--- src/rtl/subq_receiver.sv ---
module subq_receiver #(
  parameter int DATA_BITS    = 80,
  parameter int CRC_BITS     = 16,
  parameter int PULSE_CYCLES = 4,
  parameter logic [15:0] POLY = 16'h1021
) (
  input  logic clk,
  input  logic rst_n,
  input  logic sq_bit,
  input  logic sq_strobe,
  input  logic sq_sync,
  input  logic rd_step,
  output logic ready_n,
  output logic rd_data,
  output logic crc_ok
);
  localparam int WORD_BITS = DATA_BITS + CRC_BITS;
  localparam int CW        = $clog2(WORD_BITS + 1);
  localparam int PW        = $clog2(PULSE_CYCLES + 1);
  localparam int OUT_BITS  = DATA_BITS + 1;

  logic [CW-1:0]        cnt, cnt_base;
  logic [CRC_BITS-1:0]  crc, crc_base, crc_next, rx_crc, rx_crc_next;
  logic [DATA_BITS-1:0] dat, ordered;
  logic [OUT_BITS-1:0]  rd_sh;
  logic [PW-1:0]        pcnt;
  logic                 in_data, last, pass;

  assign cnt_base    = sq_sync ? '0 : cnt;
  assign crc_base    = sq_sync ? '0 : crc;
  assign in_data     = cnt_base < CW'(DATA_BITS);
  assign last        = sq_strobe && (cnt_base == CW'(WORD_BITS - 1));
  assign crc_next    = {crc_base[CRC_BITS-2:0], 1'b0}
                     ^ ({CRC_BITS{crc_base[CRC_BITS-1] ^ sq_bit}} & POLY[CRC_BITS-1:0]);
  assign rx_crc_next = {rx_crc[CRC_BITS-2:0], sq_bit};
  assign pass        = (crc_base == ~rx_crc_next);

  for (genvar k = 0; k < DATA_BITS; k++) begin : g_order
    assign ordered[k] = dat[DATA_BITS - 1 - (8 * (k / 8) + 7 - (k % 8))];
  end

  always_ff @(posedge clk or negedge rst_n) begin
    if (!rst_n) begin
      cnt    <= '0;
      crc    <= '0;
      rx_crc <= '0;
      dat    <= '0;
    end else if (sq_strobe) begin
      cnt <= last ? '0 : cnt_base + 1'b1;
      if (in_data) begin
        crc <= crc_next;
        dat <= {dat[DATA_BITS-2:0], sq_bit};
      end else begin
        rx_crc <= rx_crc_next;
        if (last) crc <= '0;
      end
    end else if (sq_sync) begin
      cnt <= '0;
      crc <= '0;
    end
  end

  always_ff @(posedge clk or negedge rst_n) begin
    if (!rst_n) begin
      rd_sh  <= '0;
      crc_ok <= 1'b0;
      pcnt   <= '0;
    end else begin
      if (last) begin
        rd_sh  <= {ordered, pass};
        crc_ok <= pass;
        pcnt   <= PW'(PULSE_CYCLES);
      end else begin
        if (rd_step) rd_sh <= {1'b0, rd_sh[OUT_BITS-1:1]};
        if (pcnt != '0) pcnt <= pcnt - 1'b1;
      end
    end
  end

  assign ready_n = (pcnt == '0);
  assign rd_data = rd_sh[0];

  logic [PW-1:0] low_cnt;
  always_ff @(posedge clk or negedge rst_n) begin
    if (!rst_n)        low_cnt <= '0;
    else if (!ready_n) low_cnt <= low_cnt + 1'b1;
    else               low_cnt <= '0;
  end

  a_r1_count_range: assert property (@(posedge clk) disable iff (!rst_n)
    cnt < CW'(WORD_BITS));
  a_r2_fall_after_full: assert property (@(posedge clk) disable iff (!rst_n)
    $fell(ready_n) |-> $past(sq_strobe && !sq_sync && cnt == CW'(WORD_BITS - 1)));
  a_r3_sync_restarts: assert property (@(posedge clk) disable iff (!rst_n)
    sq_sync && !sq_strobe |=> cnt == '0);
  a_r4_rd_hold: assert property (@(posedge clk) disable iff (!rst_n)
    !rd_step |=> $stable(rd_data) || $fell(ready_n));
  a_r5_flag_hold: assert property (@(posedge clk) disable iff (!rst_n)
    ready_n |=> $stable(crc_ok) || $fell(ready_n));
  a_r6_pulse_short: assert property (@(posedge clk) disable iff (!rst_n)
    !ready_n |-> low_cnt < PW'(PULSE_CYCLES));
  a_r6_pulse_full: assert property (@(posedge clk) disable iff (!rst_n)
    $rose(ready_n) |-> $past(low_cnt) == PW'(PULSE_CYCLES - 1));
endmodule

--- config.mk ---
export PLATFORM = sky130hd
export DESIGN_NAME = subq_receiver
export DESIGN_NICKNAME = d
export VERILOG_FILES = /design/src/rtl/subq_receiver.sv
export SDC_FILE = /design/constraint.sdc
export NUM_CORES = 1
export LEC_CHECK = 0
export ABC_AREA = 1
export ABC_CLOCK_PERIOD_IN_PS = 2000
export BUFFER_PORTS_ARGS = -buffer_cell sky130_fd_sc_hd__buf_2
export CAP_MARGIN = 20
export CORE_MARGIN = 8
export CORE_UTILIZATION = 55
export DETAILED_ROUTE_END_ITERATION = 16
export PLACE_DENSITY_LB_ADDON = 0.1
export SETUP_SLACK_MARGIN = 0.1
export SKIP_CTS_REPAIR_TIMING = 1
export SYNTH_ARGS = -nofsm -noshare
export SYNTH_HDL_FRONTEND = slang
export SYNTH_SLANG_ARGS = --single-unit
--- constraint.sdc ---
create_clock -name clk -period 2 [get_ports clk]
set_input_delay 0.2 -clock clk [delete_from_list [all_inputs] [get_ports clk]]
set_output_delay 0.2 -clock clk [all_outputs]
set_load 0.05 [all_outputs]
==> impl_results.md <==
* Status: completed
* DRT Wirelength at 17800 um
* Tot Pwr at 9260 uW
* Vias in the first global route at 6719
* Die width at 146 um
* CTS tree: built
* GRT Overall Usage at 17.6%
* Simple-gate share of the synthesized area at 27.0%
* Clock sink count at 203
* First-pass GRT wire length at 32300 um
* Grt total ovfl at 0
* PortBufs at 8
* Setup crit start: pcnt[0]
* Post-synthesis register bit count at 203
* Core footprint at 16500 sq um
* Bufs on Longest Clock Path at 3
* DRC violations left at 0
* Sequential cell area at 5080 sq um
* H-Tree Depth at 1
* Total CTS buffers at 23
* Hold crit path type: in2reg
* Met1 Usage GRT at 25.4%
* Fillers at 1509
* Psw at 2240 uW
* CP endpoint kind: primary output
* CP endpoint: ready_n
* Detail Placement HPWL at 10400 um
* Static Leak at 0.00595 uW
* DIE AREA at 21200 sq um
* Area growth syn-to-layout at 10.3%
* Synthesized cell area at 9230 sq um
* Setup WS post-layout at 0.206 ns
* DP Area at 9420 sq um
* Post-synthesis mux area share at 0%
* Final Cycle Share at 89.7%
* Worst-path cell with the longest stage delay: dfrtp_1
* Cell mode on critical path: ha_1
* Clk_skew at 0.00782 ns
* Hold Slack at 0.0313 ns
* Worst Reg-to-Reg Cells at 10
* Post-Layout Inst Area at 10200 sq um
* XOR/XNOR Fraction of Synth Area at 0.190%
* WP data arrival at 1.59 ns
* GPL Wtd Cong at 0.752
* Maximum vdd drop at 0.00110 V
* Wirelength per Cell at 13.1 um
* Worst r2r dst: rd_sh[51]
* Max_cap viols at 0
* Worst setup SP type: flip-flop
* Post-Syn Area per Cell at 8.14 sq um
* Final setup viols at 0
* Pint at 7020 uW
* Largest net degree at the start of global routing at 76
* Unrepaired setup endpoints after global routing: no
* Starting Density at 55.9%
* Final TNS setup at 0 ns
* CP Max Fanout at 5
* Clock latency on the worst-skew pair at 0.50 ns
* Commonest non-fill, non-tap cell in the layout: nand2_1
* Compound-Gate Fraction of Synth Area at 7.89%
* Sw Ratio at 24.2%
* Main combinational cell family by area after synthesis: simple AND/OR/NAND/NOR gates
* Worst slack, placed at 0.189 ns
* Gate power share at 7.7%
* Worst endpoint required time at 1.80 ns
* Root Driver: clkbuf_16
* Sequential-to-total area share from yosys stat at 55.0%
* Flop pwr share at 48.5%
* Most frequent cells in the layout: nand2_1 (482), dfrtp_1 (203), inv_1 (116), nand3_1 (94), o21ai_1 (80)
* Normalized max-slew margin at 56.8%
* DR pass1 iterations at 5
* R2R Setup Slk at 0.26 ns
* Clock transition at the registers of the reported paths at 0.06 ns
* GR Layer Usage met3 at 2.77%
* Die Ht at 146 um
* Hold Vio Cnt, Final at 0
* Worst Tran Pin Value at 0.648 ns
* Max Slew Vio Count at 0
* Layout cell share with drive strength beyond 1 at 7.01%
* Final ANT Viol Nets at 0
* Nets at 1136
* Cell count after synthesis at 1135
* Avg Vias per Cell at 5.10
* Iteration-0 DRC count of the detailed router at 456
* F_max at 0.557 GHz
* Vias at 6941
* Met2 GRT Util at 27.2%
* Largest stage delay, worst path at 0.37 ns
* R2r startpoint: cnt[0]
* Clock power share at 43.8%
* Final min period at 1.79 ns
* Power Dens Cells at 909 nW/um^2
* Post-synthesis cell type count at 30
* Area of the multi-input gates at 3280 sq um
* Initial antenna violation count at 0
* Post-synth net total at 1144
* Worst path cell trace: inv_1 > ha_1 > ha_1 > buf_2
* GRT busiest layer: met2
* Adder-Cell Fraction of Synth Area at 0.407%
* IO Pins at 9
* Num rows at 47
* Critical path start-end classification: reg2out
* Synth warnings at 0
* # diodes at 0
-- critical path: cells and delay by family (launching register included) --
family / cells / cell delay [ns]
flip-flops: 1 / 0.37
buffers and inverters: 2 / 0.36
adder cells (fa/ha/maj): 2 / 0.36
-- power groups by stage --
stage	Clock [uW]	Combinational [uW]	Sequential [uW]
2_1_floorplan	0	495	4520
3_3_place_gp	0	715	4560
5_1_grt	4350	841	4520
6_report	4060	715	4490
3_5_place_dp	0	730	4560
4_1_cts	4170	730	4490
-- Yosys cell counts --
library cell  count  area (sq um)
nand3_2           1          10.0
a21oi_2           1          8.76
nand4_4           1          21.3
o21a_1            1          7.51
inv_4             1          6.26
dfrtp_1         203          5080
xor2_1            1          8.76
buf_6            19           214
nand2_1         482          1810
buf_2             7          35.0
nand2_2           1          6.26
nor3_1            1          5.00
o21ai_1          80           400
inv_2             4          15.0
o221ai_1         16           140
nor4_1            1          6.26
nor2_8            1          20.0
nor2_1           24          90.1
ha_1              3          37.5
xnor2_1           1          8.76
nand3_1          94           470
buf_4             8          60.1
o22ai_1           1          6.26
o211ai_1          2          15.0
o21ai_0          27           135
clkbuf_1         29           109
inv_1           116           435
nor2_4            4          45.0
nand4_1           2          12.5
a21oi_1           3          15.0
-- cells by family (layout without fill, tap and decap cells) --
kind of cell               Yosys count  in the layout
DFF                                203            203
xor gates and xnor gates             2              2
AOI/OAI and AO/OA                  131            131
and+or+nand+nor                    612            612
adders and majority gates            3              3
buffers and inverters              184            190
-- worst min path at each step --
stage / startpoint / to / slack (ns) / cells after the start
floorplan: rst_n / cnt[0] / -0.1 / 0
global placement: rst_n / dat[66] / 0.18 / 1
detailed placement: rst_n / dat[66] / 0.18 / 1
CTS: rst_n / dat[66] / -0.35 / 1
global route: sq_strobe / cnt[2] / 0.04 / 3
finish: sq_strobe / cnt[2] / 0.03 / 3
-- flip-flops by register name, indices dropped and copies added, names as in the netlist --
signal / count
crc: 16
rx_crc: 15
cnt: 7
rd_sh: 81
dat: 80
crc_ok: 1
pcnt: 3
-- through the flow --
stage | utilization (%) | cells
floorplan | - | 1135
global placement | 57.0 | 1320
detailed placement | 57.0 | 1320
CTS | 61.4 | 1359
global route | 61.6 | 1361
finish | 61.6 | 1361
-- metal layers --
layer  vias to the layer above  share of wire (%)
li1                       3537                  -
met1                      3281                 51
met2                        88                 44
met3                        35                3.5
met4                         0                2.2
met5                         -                  0
-- cell type report --
class	count	share of cell area, %
sequential	203	49.9
multi-input combinational	748	32.2
clock buffer	32	6.57
inverter	121	4.51
timing repair buffer	30	3.55
tap	220	2.70
clock inverter	7	0.590
Power figures use the tool's default switching activity.
